===== config.mk =====
export PLATFORM = sky130hd
export DESIGN_NAME = cal_seq_ctrl
export DESIGN_NICKNAME = d
export VERILOG_FILES = /design/src/rtl/cal_seq_pkg.sv /design/src/rtl/cal_req_sync.sv /design/src/rtl/cal_req_qual.sv /design/src/rtl/cal_interval_timer.sv /design/src/rtl/cal_seq_ctrl.sv
export SDC_FILE = /design/constraint.sdc
export NUM_CORES = 1
export LEC_CHECK = 0
export BUFFER_PORTS_ARGS = -buffer_cell sky130_fd_sc_hd__buf_4
export CAP_MARGIN = 20
export CORE_MARGIN = 5
export CORE_UTILIZATION = 35
export CTS_CLUSTER_SIZE = 40
export DETAILED_ROUTE_END_ITERATION = 10
export MAX_ROUTING_LAYER = met4
export PLACE_DENSITY = 0.55
export SLEW_MARGIN = 20
export SYNTH_ARGS = -nofsm -noshare
export SYNTH_HDL_FRONTEND = slang
export SYNTH_HIERARCHICAL = 1
export SYNTH_SLANG_ARGS = --single-unit

===== constraint.sdc =====
create_clock -name clk -period 2.2 [get_ports clk]
set_input_delay 0.22 -clock clk [delete_from_list [all_inputs] [get_ports clk]]
set_output_delay 0.22 -clock clk [all_outputs]
set_load 0.005 [all_outputs]

===== src/rtl/cal_seq_pkg.sv =====
package cal_seq_pkg;

  // Saturating increment used by the pulse-width qualifier.
  function automatic int unsigned run_next(input int unsigned cur, input int unsigned limit, input logic level);
    if (!level)
      return 0;
    else if (cur >= limit)
      return limit;
    else
      return cur + 1;
  endfunction

  // True on the final cycle of the calibration interval.
  function automatic logic is_final(input int unsigned cnt, input int unsigned len);
    return (cnt == len - 1);
  endfunction

endpackage


===== src/rtl/cal_req_sync.sv =====
module cal_req_sync #(
  parameter int STAGES = 2
) (
  input  logic clk,
  input  logic rst_n,
  input  logic async_i,
  output logic sync_o
);
  logic [STAGES-1:0] chain_q;

  always_ff @(posedge clk or negedge rst_n) begin
    if (!rst_n)
      chain_q <= '0;
    else
      chain_q <= {chain_q[STAGES-2:0], async_i};
  end

  assign sync_o = chain_q[STAGES-1];
endmodule


===== src/rtl/cal_req_qual.sv =====
module cal_req_qual
  import cal_seq_pkg::*;
#(
  parameter int MIN_WIDTH = 4
) (
  input  logic clk,
  input  logic rst_n,
  input  logic level_i,
  output logic fire_o
);
  localparam int RW = $clog2(MIN_WIDTH + 1);
  localparam logic [RW-1:0] LIMIT = RW'(MIN_WIDTH);
  localparam logic [RW-1:0] ARM   = RW'(MIN_WIDTH - 1);

  logic [RW-1:0] run_q;

  always_ff @(posedge clk or negedge rst_n) begin
    if (!rst_n)
      run_q <= '0;
    else
      run_q <= RW'(run_next(int'(run_q), MIN_WIDTH, level_i));
  end

  // Fire once, on the MIN_WIDTH-th consecutive high sample.
  assign fire_o = level_i && (run_q == ARM);

  AST_ONE_FIRE: assert property (@(posedge clk) disable iff (!rst_n)
    fire_o |=> !fire_o);

  AST_SAT_BOUND: assert property (@(posedge clk) disable iff (!rst_n)
    run_q <= LIMIT);
endmodule


===== src/rtl/cal_interval_timer.sv =====
module cal_interval_timer
  import cal_seq_pkg::*;
#(
  parameter int CAL_LEN = 17400
) (
  input  logic clk,
  input  logic rst_n,
  input  logic start_i,
  output logic busy_o
);
  localparam int CW = $clog2(CAL_LEN);

  logic [CW-1:0] cnt_q;
  logic          busy_q;
  logic          last_w;
  logic          take_w;

  assign last_w = is_final(int'(cnt_q), CAL_LEN);
  assign take_w = start_i && !busy_q;

  always_ff @(posedge clk or negedge rst_n) begin
    if (!rst_n) begin
      busy_q <= 1'b0;
      cnt_q  <= '0;
    end else if (take_w) begin
      busy_q <= 1'b1;
      cnt_q  <= '0;
    end else if (busy_q) begin
      if (last_w) begin
        busy_q <= 1'b0;
        cnt_q  <= '0;
      end else begin
        cnt_q <= cnt_q + CW'(1);
      end
    end
  end

  assign busy_o = busy_q;

  AST_START_TAKEN: assert property (@(posedge clk) disable iff (!rst_n)
    take_w |=> busy_q);

  AST_NO_RESTART: assert property (@(posedge clk) disable iff (!rst_n)
    (busy_q && !last_w) |=> (busy_q && cnt_q == $past(cnt_q) + CW'(1)));

  AST_END_AFTER_LEN: assert property (@(posedge clk) disable iff (!rst_n)
    (busy_q && last_w) |=> !busy_q);
endmodule


===== src/rtl/cal_seq_ctrl.sv =====
module cal_seq_ctrl #(
  parameter int SYNC_STAGES = 2,
  parameter int MIN_WIDTH   = 4,
  parameter int CAL_LEN     = 17400
) (
  input  logic clk,
  input  logic rst_n,
  input  logic cal_req_async,
  input  logic vld_in,
  output logic cal_done,
  output logic cal_active,
  output logic conv_en,
  output logic vld_out
);
  logic req_sync_w;
  logic req_fire_w;
  logic busy_w;

  cal_req_sync #(.STAGES(SYNC_STAGES)) u_sync (
    .clk    (clk),
    .rst_n  (rst_n),
    .async_i(cal_req_async),
    .sync_o (req_sync_w)
  );

  cal_req_qual #(.MIN_WIDTH(MIN_WIDTH)) u_qual (
    .clk    (clk),
    .rst_n  (rst_n),
    .level_i(req_sync_w),
    .fire_o (req_fire_w)
  );

  cal_interval_timer #(.CAL_LEN(CAL_LEN)) u_timer (
    .clk    (clk),
    .rst_n  (rst_n),
    .start_i(req_fire_w),
    .busy_o (busy_w)
  );

  assign cal_active = busy_w;
  assign cal_done   = !busy_w;
  assign conv_en    = !busy_w;
  assign vld_out    = vld_in && conv_en;

  AST_FALL_NEEDS_REQ: assert property (@(posedge clk) disable iff (!rst_n)
    $fell(cal_done) |-> $past(req_fire_w));

  AST_STROBE_GATED: assert property (@(posedge clk) disable iff (!rst_n)
    cal_active |-> !vld_out);

  AST_MODE_EXCLUSIVE: assert property (@(posedge clk) disable iff (!rst_n)
    !(cal_active && conv_en));
endmodule


==> run_results.csv, run 1 <==
group,metric,value,unit
pwr,cellPowerDensity,932,nW/um^2
clock_network,clockBufferDepth,2,
setup_path,worst_setup_path_start_kind,"flop",
setup_path,timing.rr.start,"u_timer/cnt_q[0]$_DFFE_PN0P_",
layout,n_antenna_cell,0,
setup_path,worst-endpoint-required,2410,ps
setup_path,reg2reg_to,"u_timer/cnt_q[12]$_DFFE_PN0P_",
detailed_routing,drt-wirelength-per-cell,13.3,um
layout,n_fill_cell,315,
clock_network,cts-root-buf,"sky130_fd_sc_hd__clkbuf_4",
setup_path,crit_path_cell_trace,"ha_1 -> nand3_2 -> or4_4 -> a21o_1 -> a22o_1",
global_routing,global_route_layer_with_the_greatest_usage,"met2",
worst_hold_path,hold_path_class,"input pin to asynchronous set/reset pin",
setup_path,critical-path-top-delay-family,"simple AND/OR/NAND/NOR gates",
yosys,synth.net_count,124,
global_routing,global_route.usage.met3,2.19,%
layout,area_growth_syn_to_layout,12.8,%
clock_network,cts_tree,"yes",
sta,report.final.setup_viol,0,
setup_path,critical_path_cell_count,5,
detailed_routing,detail_route.drc_violations,0,
setup_path,crit_path_max_fanout,7,
clock_network,clk_pin_slew_worst_paths,120,ps
clock_network,cts_htree_levels,1,
floorplan,chipWidth,66.6,um
yosys,yosysSeqAreaShare,46.9,%
outcome,run_status,"completed",
sta,max_freq,542,MHz
setup_path,cpMaxStageDelayCell,"sky130_fd_sc_hd__or4_4",
global_routing,grt_antenna_before_repair,0,
setup_path,startpoint,"u_timer/cnt_q[0]$_DFFE_PN0P_",
sta,finalMaxSlewViolations,0,
clock_network,clock_insertion_delay_worst_skew,300,ps
sta,report.final.hold_viol_count,0,
layout,finalNetCount,135,
placement,total_half_perimeter_wirelength_after_legalization_and_detailed_placement,1610,um
layout,layout-drive-gt1-share,19.0,%
pwr,post-layout-total-power,1.18,mW
floorplan,core.rowCount,20,
yosys,synth_edf_count,0,
run,maxCapViolations,0,
global_routing,largest_net_degree_at_the_start_of_global_routing,22,
floorplan,initial_utilization,36.7,%
yosys,synth_cell_type_count,36,
global_routing,use_met2,18.6,%
detailed_routing,wirelength,2260,um
global_routing,gr-usage-met1,16.5,%
sta,fin_ws,353,ps
pwr,power.ir.vdd_worst,0.468,mV
clock_network,post_cts_buffers,0,
clock_network,hold_fix_buffers_at_cts,2,
global_routing,gr-usage-all-layers,12.5,%
detailed_routing,routed_via_density,5.19,
setup_path,setup.worst_path.class,"flop to flop",
setup_path,crit_path_end,"u_timer/cnt_q[12]$_DFFE_PN0P_",
sta,slew_at_the_pin_closest_to_its_max_slew_limit,521,ps
yosys,synth-async-reset-ratio,100,%
global_routing,grt_first_pass_wirelength,4110,um
sta,skew,5.27,ps
pwr,leakagePower,0.556,nW
floorplan,core_area,3050,sq um
clock_network,number_of_cells_upsized_or_downsized_after_cts,0,
setup_path,worst-r2r-cell-count,5,
yosys,synth-main-ff-cell,"sky130_fd_sc_hd__dfrtp_1",
floorplan,die_area,4430,sq um
setup_path,critPathMaxStageDelay,510,ps
yosys,avgSynthCellArea,9.65,sq um
detailed_routing,first_pass_iters,4,
detailed_routing,drt.antenna.violating_nets,0,
yosys,yosys_warnings,6,
yosys,synth_area,1120,sq um
sta,layout_min_cycle_time,1850,ps
sta,slew_headroom,65.1,%
floorplan,num_io_pins,8,
sta,period_share,83.9,%
setup_path,worst-r2r-setup-slack,350,ps
yosys,synth_cells,116,
clock_network,tritoncts.num_buffers,3,
global_routing,grt_overflow_total,0,
placement,pre_cts_slack,367,ps
detailed_routing,drt_iter0_drc,42,
detailed_routing,routed_via_count,883,
yosys,synth-seq-cells,21,
setup_path,cp_num_buf_inv,0,
clock_network,clock-sinks,21,
setup_path,cp.arrival,2050,ps
sta,grt_setup_unrepaired,"false",
floorplan,die-height,66.6,um
placement,placement.io_buffers,7,
setup_path,setup.worst_path.end_class,"flop",
global_routing,grt_pass1_vias,891,
sta,final.setup.tns,0,ps
placement,gpl.final_weighted_congestion,0.766,
-- sequential cells by signal, indices dropped and copies added, names as in the netlist --
register,count
u_qual/run_q,3
u_timer/cnt_q,15
u_sync/chain_q,2
u_timer/busy_o,1
-- cells in the final DEF, fill, tap and decap left out --
| cell | instances |
|---|---|
| sky130_fd_sc_hd__nor4_1 | 3 |
| sky130_fd_sc_hd__a21o_1 | 1 |
| sky130_fd_sc_hd__and4bb_2 | 1 |
| sky130_fd_sc_hd__a31oi_1 | 9 |
| sky130_fd_sc_hd__dlygate4sd3_1 | 2 |
| sky130_fd_sc_hd__and3_1 | 4 |
| sky130_fd_sc_hd__nor3_1 | 1 |
| sky130_fd_sc_hd__and2_1 | 1 |
| sky130_fd_sc_hd__or3_1 | 1 |
| sky130_fd_sc_hd__inv_2 | 1 |
| sky130_fd_sc_hd__nand3_2 | 2 |
| sky130_fd_sc_hd__a21boi_2 | 1 |
| sky130_fd_sc_hd__nand3_1 | 5 |
| sky130_fd_sc_hd__clkbuf_4 | 3 |
| sky130_fd_sc_hd__and3_2 | 1 |
| sky130_fd_sc_hd__nor2b_1 | 1 |
| sky130_fd_sc_hd__nor2_1 | 6 |
| sky130_fd_sc_hd__dfrtp_1 | 21 |
| sky130_fd_sc_hd__nand4_1 | 1 |
| sky130_fd_sc_hd__inv_1 | 4 |
| sky130_fd_sc_hd__nor4b_1 | 1 |
| sky130_fd_sc_hd__o21ai_0 | 7 |
| sky130_fd_sc_hd__ha_1 | 4 |
| sky130_fd_sc_hd__or2_2 | 1 |
| sky130_fd_sc_hd__nand2_1 | 16 |
| sky130_fd_sc_hd__nand4b_1 | 1 |
| sky130_fd_sc_hd__xor2_1 | 1 |
| sky130_fd_sc_hd__a22o_1 | 3 |
| sky130_fd_sc_hd__buf_4 | 9 |
| sky130_fd_sc_hd__mux2_2 | 1 |
| sky130_fd_sc_hd__a41oi_2 | 1 |
| sky130_fd_sc_hd__clkinv_2 | 1 |
| sky130_fd_sc_hd__a41oi_1 | 3 |
| sky130_fd_sc_hd__o311ai_0 | 1 |
| sky130_fd_sc_hd__a21oi_1 | 5 |
| sky130_fd_sc_hd__o31a_2 | 1 |
| sky130_fd_sc_hd__or4_4 | 1 |
-- report_power, final --
part | total [mW] | internal (mW) | leakage (nW) | switching [mW]
sequential | 0.554 | 0.462 | 0.277 | 0.0924
combinational | 0.439 | 0.194 | 0.261 | 0.245
clock | 0.185 | 0.0677 | 0.0177 | 0.117
-- stage by stage --
stage	instances	hold WS [ps]	utilization (%)	cell area, sq um
3_3_place_gp	164	118	39.8	1220
2_1_floorplan	116	-75.6	-	1120
6_report	170	332	41.4	1260
3_5_place_dp	164	120	39.8	1220
5_1_grt	170	345	41.4	1260
4_1_cts	170	326	41.4	1260
-- synth_stat cells (2+ instances only) --
| cell type | instances | area, sq um |
|---|---|---|
| sky130_fd_sc_hd__dfrtp_1 | 21 | 526 |
| sky130_fd_sc_hd__nand2_1 | 16 | 60.1 |
| sky130_fd_sc_hd__a31oi_1 | 9 | 56.3 |
| sky130_fd_sc_hd__o21ai_0 | 7 | 35.0 |
| sky130_fd_sc_hd__nor2_1 | 6 | 22.5 |
| sky130_fd_sc_hd__a21oi_1 | 5 | 25.0 |
| sky130_fd_sc_hd__nand3_1 | 5 | 25.0 |
| sky130_fd_sc_hd__and3_1 | 4 | 25.0 |
| sky130_fd_sc_hd__ha_1 | 4 | 50.1 |
| sky130_fd_sc_hd__inv_1 | 4 | 15.0 |
| sky130_fd_sc_hd__a22o_1 | 3 | 26.3 |
| sky130_fd_sc_hd__a41oi_1 | 3 | 26.3 |
| sky130_fd_sc_hd__buf_2 | 3 | 15.0 |
| sky130_fd_sc_hd__nor4_1 | 3 | 18.8 |
| sky130_fd_sc_hd__nand3_2 | 2 | 20.0 |
-- area by class of cell --
class | instances | area, sq um | share of cell area (%)
clock buffer | 3 | 22.5 | 1.78
clock inverter | 1 | 5.00 | 0.396
inverter | 5 | 18.8 | 1.49
multi-input combinational | 85 | 549 | 43.5
sequential | 21 | 526 | 41.6
tap | 44 | 55.1 | 4.36
timing repair buffer | 11 | 87.6 | 6.93
-- worst reg2reg max path: cells and delay by family (launching register included) --
family	cells	cell delay [ps]
AND/OR/NAND/NOR	2	670
flip-flops	1	420
AO/OA/AOI/OAI	2	410
adder cells (fa/ha/maj)	1	260
-- routing by layer --
metal | vias up | routed length [um]
met1 | 414 | 1100
met3 | 2 | 81
met5 | - | 0
li1 | 452 | -
met4 | 0 | 15
met2 | 15 | 1070
-- cells by family after synthesis --
logic type | count (synthesis) | share of synthesized area, %
AND/OR/NAND/NOR | 47 | 22.9
AO/OA/AOI/OAI | 32 | 19.9
buffers and inverters | 10 | 4.02
flip-flops | 21 | 46.9
XOR/XNOR | 1 | 0.782
adder cells (fa/ha/maj) | 4 | 4.47
multiplexers | 1 | 1.01
-- worst min path at each step --
| stage | end |
|---|---|
| floorplan | u_qual/run_q[0]$_DFF_PN0_ |
| global placement | u_qual/run_q[0]$_DFF_PN0_ |
| detailed placement | u_qual/run_q[1]$_DFF_PN0_ |
| CTS | u_qual/run_q[1]$_DFF_PN0_ |
| global route | u_qual/run_q[1]$_DFF_PN0_ |
| finish | u_timer/cnt_q[10]$_DFFE_PN0P_ |
(Power assumes the default switching activity.)
==> run 2, diff against run 1 <==
--- a/config.mk
+++ b/config.mk
@@ -5,6 +5,7 @@
 export SDC_FILE = /design/constraint.sdc
 export NUM_CORES = 1
 export LEC_CHECK = 0
+export ABC_AREA = 1
 export BUFFER_PORTS_ARGS = -buffer_cell sky130_fd_sc_hd__buf_4
 export CAP_MARGIN = 20
 export CORE_MARGIN = 5
==> constraint.sdc (replaced) <==
create_clock -name clk -period 1.9 [get_ports clk]
set_input_delay 0.19 -clock clk [delete_from_list [all_inputs] [get_ports clk]]
set_output_delay 0.19 -clock clk [all_outputs]
set_load 0.005 [all_outputs]
==> run 2 against run 1 <==
  * Critical endpoint is now u_timer/cnt_q[4]$_DFFE_PN0P_
  * Largest power group unchanged
  * Clock power grew 28%
  * Synthesized cell count grew 36%
  * Combinational power grew 9.8%
  * Design area grew 10%
  * Synthesized area grew 11%
  * Largest cell class unchanged
  * Register-to-register slack gained 50 ps
  * Power grew 16%
  * Critical path type unchanged
  * Non-clock buffer count shrank 1
  * Sequential cell count is the same
  * Via count grew 16%
==> run_results.csv, run 2 <==
group,metric,value,unit
layout,finalNetCount,179,
placement,total_half_perimeter_wirelength_after_legalization_and_detailed_placement,1820,um
layout,area_growth_syn_to_layout,12.3,%
pwr,leakagePower,0.655,nW
global_routing,grt_first_pass_wirelength,4510,um
yosys,yosys.area_share.simple,36.0,%
yosys,largest_cells_by_area_after_synthesis,"sky130_fd_sc_hd__dfrtp_1, sky130_fd_sc_hd__nand2_1, sky130_fd_sc_hd__inv_1",
sta,slew_headroom,81.8,%
sta,layout_min_cycle_time,1500,ps
setup_path,setup.worst_path.class,"flop to flop",
detailed_routing,wirelength,2450,um
placement,place.detailed.instances,210,
sta,period_share,78.9,%
layout,layout.cells.most_common_list,"sky130_fd_sc_hd__nand2_1, sky130_fd_sc_hd__dfrtp_1, sky130_fd_sc_hd__inv_1",
floorplan,num_io_pins,8,
pwr,pwr-share-seq,47.2,%
layout,stdcell_count,216,
layout,largestRegisters,"u_timer/cnt_q x15, u_qual/run_q x3, u_sync/chain_q x2",
placement,pre_cts_slack,433,ps
yosys,post_synthesis_cell_type_with_the_largest_combined_area,"sky130_fd_sc_hd__dfrtp_1",
detailed_routing,drt.antenna.violating_nets,0,
pwr,power.combinational.fraction,35.4,%
clock_network,clk_pin_slew_worst_paths,140,ps
yosys,synth_area,1240,sq um
yosys,synth-seq-cells,21,
detailed_routing,first_pass_iters,4,
yosys,post-synth-top-area-fraction,42.5,%
sta,grt_setup_unrepaired,"false",
detailed_routing,drt-wirelength-per-cell,11.4,um
yosys,synth_edf_count,0,
floorplan,die-height,69.5,um
clock_network,number_of_cells_upsized_or_downsized_after_cts,0,
sta,fin_ws,402,ps
pwr,power.switching,0.550,mW
sta,max_freq,667,MHz
floorplan,die_area,4820,sq um
sta,finalMaxSlewViolations,0,
clock_network,clock-sinks,21,
layout,n_fill_cell,337,
layout,n_antenna_cell,0,
global_routing,largest_net_degree_at_the_start_of_global_routing,22,
global_routing,grt_overflow_total,0,
clock_network,cts_htree_levels,1,
clock_network,clockBufferDepth,2,
yosys,avgSynthCellArea,7.83,sq um
detailed_routing,drt_iter0_drc,61,
yosys,synth.mux.area_fraction,0,%
detailed_routing,routed_via_density,4.75,
yosys,fraction_of_the_mapped_netlist_area_in_compound_gates,7.48,%
global_routing,gr-usage-all-layers,11.8,%
detailed_routing,detail_route.drc_violations,0,
pwr,internal-power,0.812,mW
sta,report.final.setup_viol,0,
yosys,yosys.area_share.adder,4.04,%
yosys,synth-async-reset-ratio,100,%
placement,gpl.final_weighted_congestion,0.905,
floorplan,chipWidth,69.5,um
layout,layout.cells.most_common,"sky130_fd_sc_hd__nand2_1",
clock_network,post_cts_buffers,0,
floorplan,core.rowCount,21,
clock_network,cts-root-buf,"sky130_fd_sc_hd__clkbuf_4",
layout,largest_register,"u_timer/cnt_q",
layout,layout-drive-gt1-share,18.2,%
yosys,synth_most_common_cell,"sky130_fd_sc_hd__nand2_1",
outcome,run_status,"completed",
sta,skew,7.03,ps
pwr,p_clk_share,17.4,%
setup_path,worst_setup_path_start_kind,"flop",
yosys,xor_xnor_share_of_the_synthesized_area,3.54,%
yosys,synth_cell_type_count,25,
setup_path,worst-r2r-setup-slack,400,ps
clock_network,hold_fix_buffers_at_cts,2,
run,maxCapViolations,0,
layout,stdcell_area,1390,sq um
yosys,synth_cells,158,
clock_network,clock_insertion_delay_worst_skew,320,ps
setup_path,worst-endpoint-required,2150,ps
floorplan,initial_utilization,36.5,%
pwr,cellPowerDensity,980,nW/um^2
clock_network,cts_tree,"yes",
worst_hold_path,hold_path_class,"input pin to asynchronous set/reset pin",
placement,placed_area,1340,sq um
sta,report.final.hold_viol_count,0,
placement,placement.io_buffers,7,
sta,slew_at_the_pin_closest_to_its_max_slew_limit,273,ps
pwr,power.switching_fraction,40.4,%
yosys,synth_top_family_by_area,"simple AND/OR/NAND/NOR gates",
setup_path,cp.arrival,1750,ps
yosys,synth-main-ff-cell,"sky130_fd_sc_hd__dfrtp_1",
setup_path,crit_path_max_fanout,15,
layout,flip_flop_count_of_the_largest_register_after_layout,15,
yosys,synth.net_count,166,
sta,final.setup.tns,0,ps
global_routing,grt_pass1_vias,1006,
yosys,yosys_warnings,6,
setup_path,setup.worst_path.end_class,"flop",
yosys,yosysSeqAreaShare,42.5,%
detailed_routing,routed_via_count,1025,
pwr,power.ir.vdd_worst,0.492,mV
clock_network,tritoncts.num_buffers,3,
yosys,ys_top_cells_by_count,"sky130_fd_sc_hd__nand2_1, sky130_fd_sc_hd__dfrtp_1, sky130_fd_sc_hd__inv_1, sky130_fd_sc_hd__nor2_1, sky130_fd_sc_hd__nand3_1",
global_routing,grt_antenna_before_repair,0,
floorplan,core_area,3390,sq um
-- run 2: critical path: stages (launching register included) --
cell	delay, ps
sky130_fd_sc_hd__dfrtp_1	430
sky130_fd_sc_hd__ha_1	210
sky130_fd_sc_hd__ha_1	180
sky130_fd_sc_hd__nand2_1	60
sky130_fd_sc_hd__inv_1	30
sky130_fd_sc_hd__nor2_1	70
sky130_fd_sc_hd__buf_4	210
sky130_fd_sc_hd__inv_1	80
sky130_fd_sc_hd__o22ai_1	150
-- run 2: power groups by stage --
stage / combinational, mW / clock (mW) / sequential [mW]
2_1_floorplan: 0.340 / 0 / 0.629
3_3_place_gp: 0.469 / 0 / 0.648
3_5_place_dp: 0.486 / 0 / 0.649
4_1_cts: 0.489 / 0.242 / 0.641
5_1_grt: 0.555 / 0.261 / 0.654
6_report: 0.482 / 0.237 / 0.643
-- run 2: routing by layer --
metal	vias to the layer above	GRT usage, %	wire, um
met1	480	15.3	1270
met3	4	3.33	95
met2	16	17.2	1050
li1	525	-	-
met4	0	4.77	45
met5	-	-	0
-- run 2: layout make-up --
| cell class | count | area, sq um | share of cell area [%] |
|---|---|---|---|
| Clock inverter | 1 | 5.00 | 0.360 |
| Timing Repair Buffer | 10 | 80.1 | 5.76 |
| Sequential cell | 21 | 526 | 37.8 |
| Tap cell | 46 | 57.6 | 4.14 |
| Multi-Input combinational cell | 117 | 632 | 45.5 |
| Clock buffer | 3 | 22.5 | 1.62 |
| Inverter | 18 | 67.6 | 4.86 |
-- run 2: stage by stage --
| stage | util (%) | power, mW | hold WS (ps) |
|---|---|---|---|
| final | 41.0 | 1.36 | 267 |
| after CTS | 41.0 | 1.37 | 279 |
| after global routing | 41.0 | 1.47 | 300 |
| after floorplan | - | 0.969 | -106 |
| after detailed placement | 39.6 | 1.14 | 92.5 |
| after global placement | 39.6 | 1.12 | 90.8 |
-- run 2: logic make-up after synthesis --
group	after synthesis
buffers and inverters	20
DFF	21
AOI/OAI and AO/OA	14
and+or+nand+nor	94
adders and majority gates	4
xor gates and xnor gates	5
-- run 2: final timing paths --
kind | to | from | depth (start not counted)
max reg2reg | u_timer/cnt_q[4]$_DFFE_PN0P_ | u_qual/run_q[0]$_DFF_PN0_ | 8
min reg2reg | u_sync/chain_q[1]$_DFF_PN0_ | u_sync/chain_q[0]$_DFF_PN0_ | 0
max | u_timer/cnt_q[4]$_DFFE_PN0P_ | u_qual/run_q[0]$_DFF_PN0_ | 8
min in group clk | u_sync/chain_q[1]$_DFF_PN0_ | u_sync/chain_q[0]$_DFF_PN0_ | 0
max in group asynchronous | u_timer/cnt_q[14]$_DFFE_PN0P_ | rst_n | 2
min | u_qual/run_q[2]$_DFF_PN0_ | rst_n | 2
==> run 3, diff against run 2 <==
--- a/config.mk
+++ b/config.mk
@@ -13,7 +13,7 @@
 export CTS_CLUSTER_SIZE = 40
 export DETAILED_ROUTE_END_ITERATION = 10
 export MAX_ROUTING_LAYER = met4
-export PLACE_DENSITY = 0.55
+export PLACE_DENSITY = 0.57
 export SLEW_MARGIN = 20
 export SYNTH_ARGS = -nofsm -noshare
 export SYNTH_HDL_FRONTEND = slang
==> constraint.sdc (replaced) <==
create_clock -name clk -period 1.2 [get_ports clk]
set_input_delay 0.12 -clock clk [delete_from_list [all_inputs] [get_ports clk]]
set_output_delay 0.12 -clock clk [all_outputs]
set_load 0.005 [all_outputs]
==> run 3 against run 2 <==
  * First-iteration DRC count decreased by 36%
  * Combinational power increased to 3.4 times the previous value
  * Sequential power increased by 57%
  * Largest cell class unchanged
  * The flow now finishes with violations (negative setup slack)
  * Power increased by 120%
  * Design area increased by 28%
==> run_results.csv, run 3 (synthesis results as in run 2) <==
group,metric,value,unit
outcome,run_status,"finished with violations",
outcome,violations_in_the_final_reports,"negative setup slack",
floorplan,die-height,69.5,um
floorplan,core.rowCount,21,
layout,stdcell_count,243,
placement,gpl.final_weighted_congestion,0.830,
layout,flip_flop_count_of_the_largest_register_after_layout,15,
detailed_routing,drt.antenna.violating_nets,0,
setup_path,setup.worst_path.end_class,"flop",
sta,slew_at_the_pin_closest_to_its_max_slew_limit,272,ps
setup_path,cp.arrival,1600,ps
layout,layout.cells.most_common,"sky130_fd_sc_hd__nand2_1",
placement,placement.io_buffers,7,
global_routing,grt_pass1_vias,1218,
setup_path,crit_path_frequent_cell,"sky130_fd_sc_hd__ha_4",
global_routing,gr-usage-met1,15.7,%
detailed_routing,detail_route.drc_violations,0,
pwr,leakagePower,0.832,nW
floorplan,num_io_pins,8,
floorplan,core_area,3390,sq um
clock_network,cts_htree_levels,1,
setup_path,worst_setup_path_start_kind,"flop",
sta,skew,3.85,ps
placement,total_half_perimeter_wirelength_after_legalization_and_detailed_placement,2130,um
sta,report.final.setup_viol,17,
sta,slew_headroom,81.9,%
layout,largestRegisters,"u_timer/cnt_q x15, u_qual/run_q x3, u_sync/chain_q x2",
layout,largest_register,"u_timer/cnt_q",
detailed_routing,first_pass_iters,4,
global_routing,grt_overflow_total,0,
layout,area_growth_syn_to_layout,44.2,%
setup_path,critPathMaxStageDelay,430,ps
clock_network,clock_insertion_delay_worst_skew,300,ps
placement,place.detailed.instances,231,
pwr,post-layout-total-power,3.01,mW
layout,fin_util,52.6,%
clock_network,cts-root-buf,"sky130_fd_sc_hd__clkbuf_4",
sta,fin_ws,-165,ps
sta,finalMaxSlewViolations,0,
sta,final.setup.tns,-2230,ps
setup_path,cp_num_buf_inv,2,
setup_path,cpMaxStageDelayCell,"sky130_fd_sc_hd__dfrtp_1",
floorplan,die_area,4820,sq um
detailed_routing,wirelength,3020,um
global_routing,use_met2,25.6,%
layout,n_antenna_cell,0,
floorplan,chipWidth,69.5,um
sta,max_freq,733,MHz
clock_network,clk_pin_slew_worst_paths,120,ps
detailed_routing,drt-wirelength-per-cell,12.4,um
setup_path,crit_path_cell_trace,"ha_4 -> ha_4 -> nand2_2 -> inv_2 -> nor2_4 -> buf_12 -> nand2_1 -> o21ai_1",
clock_network,clock-sinks,21,
sta,report.final.hold_viol_count,0,
detailed_routing,routed_via_count,1145,
layout,ff_latch_area,526,sq um
global_routing,grt_antenna_before_repair,0,
clock_network,clockBufferDepth,2,
layout,layout-drive-gt1-share,43.1,%
clock_network,tritoncts.num_buffers,3,
global_routing,global_route.usage.met3,2.03,%
setup_path,setup.worst_path.class,"flop to flop",
setup_path,critical-path-top-delay-family,"flip-flops",
worst_hold_path,hold_path_class,"input pin to asynchronous set/reset pin",
pwr,power.ir.vdd_worst,0.933,mV
setup_path,crit_path_max_fanout,10,
global_routing,gr-usage-all-layers,14.1,%
setup_path,worst-endpoint-required,1440,ps
clock_network,cts_tree,"yes",
layout,multi_input_comb_area,783,sq um
detailed_routing,routed_via_density,4.71,
global_routing,largest_net_degree_at_the_start_of_global_routing,22,
layout,stdcell_area,1780,sq um
layout,n_fill_cell,317,
sta,grt_setup_unrepaired,"true",
floorplan,initial_utilization,36.5,%
sta,period_share,114,%
sta,layout_min_cycle_time,1360,ps
detailed_routing,drt_iter0_drc,39,
placement,placed_area,1530,sq um
pwr,cellPowerDensity,1690,nW/um^2
global_routing,grt_first_pass_wirelength,5400,um
layout,layout.cells.most_common_list,"sky130_fd_sc_hd__nand2_1, sky130_fd_sc_hd__buf_4, sky130_fd_sc_hd__dfrtp_1",
global_routing,global_route_layer_with_the_greatest_usage,"met2",
layout,finalNetCount,206,
run,maxCapViolations,0,
[run 3: cell count changes in the layout (fill, tap and decap cells not counted), moves of 2 or more]
cell                      delta
sky130_fd_sc_hd__nand3_2     +7
sky130_fd_sc_hd__nand2_1     -7
sky130_fd_sc_hd__buf_4      +21
sky130_fd_sc_hd__nor2_4      +2
sky130_fd_sc_hd__nand3_1     -7
sky130_fd_sc_hd__ha_1        -4
sky130_fd_sc_hd__ha_4        +4
sky130_fd_sc_hd__inv_2       +5
sky130_fd_sc_hd__nand2_2     +4
sky130_fd_sc_hd__inv_1       -5
sky130_fd_sc_hd__nand2_4     +3
sky130_fd_sc_hd__buf_6       +4
sky130_fd_sc_hd__buf_12      +2
[run 3: layout make-up]
| type | instances | area share (%) |
|---|---|---|
| multi-input cells | 117 | 43.9 |
| flip-flops and latches | 21 | 29.5 |
| repair buffers | 37 | 18.1 |
| inverters | 18 | 3.79 |
| well taps | 46 | 3.23 |
| clock buffers | 3 | 1.26 |
| clock inverters | 1 | 0.281 |
[run 3: worst paths after layout]
| kind | startpoint | to | slack, ps | depth (start not counted) |
|---|---|---|---|---|
| worst min register to register | u_sync/chain_q[0]$_DFF_PN0_ | u_sync/chain_q[1]$_DFF_PN0_ | 360 | 0 |
| worst min-delay path | rst_n | u_timer/busy_o$_DFF_PN0_ | 230 | 2 |
| worst max register to register | u_qual/run_q[0]$_DFF_PN0_ | u_timer/cnt_q[6]$_DFFE_PN0P_ | -160 | 8 |
| min in group clk | u_sync/chain_q[0]$_DFF_PN0_ | u_sync/chain_q[1]$_DFF_PN0_ | 360 | 0 |
| max in group asynchronous | rst_n | u_timer/cnt_q[6]$_DFFE_PN0P_ | 760 | 2 |
| worst max-delay path | u_qual/run_q[0]$_DFF_PN0_ | u_timer/cnt_q[6]$_DFFE_PN0P_ | -160 | 8 |
[run 3: repair_timing]
action | in CTS | in global routing
hold buffers | 2 | 0
hold endpoints to repair | 22 | 0
resized for setup | 21 | 13
pin swaps | 10 | 6
buffers inserted | 3 | 4
setup endpoints to repair | 16 | 19
[run 3: power by group]
| part | total [mW] | internal [mW] | switching, mW |
|---|---|---|---|
| clock network | 0.344 | 0.124 | 0.220 |
| logic | 1.66 | 0.865 | 0.797 |
| registers | 1.01 | 0.852 | 0.155 |
[run 3: metal layers]
| metal | share of wire (%) | vias to the layer above |
|---|---|---|
| met4 | 0.73 | 0 |
| met2 | 51 | 17 |
| li1 | - | 581 |
| met5 | 0 | - |
| met3 | 3.5 | 2 |
| met1 | 45 | 545 |
[run 3: metrics by stage]
step	setup WS (ps)	hold slack (ps)
floorplan	-81.8	-176
global placement	-114	23.9
detailed placement	-142	28.6
CTS	-166	233
global route	-242	252
finish	-165	228
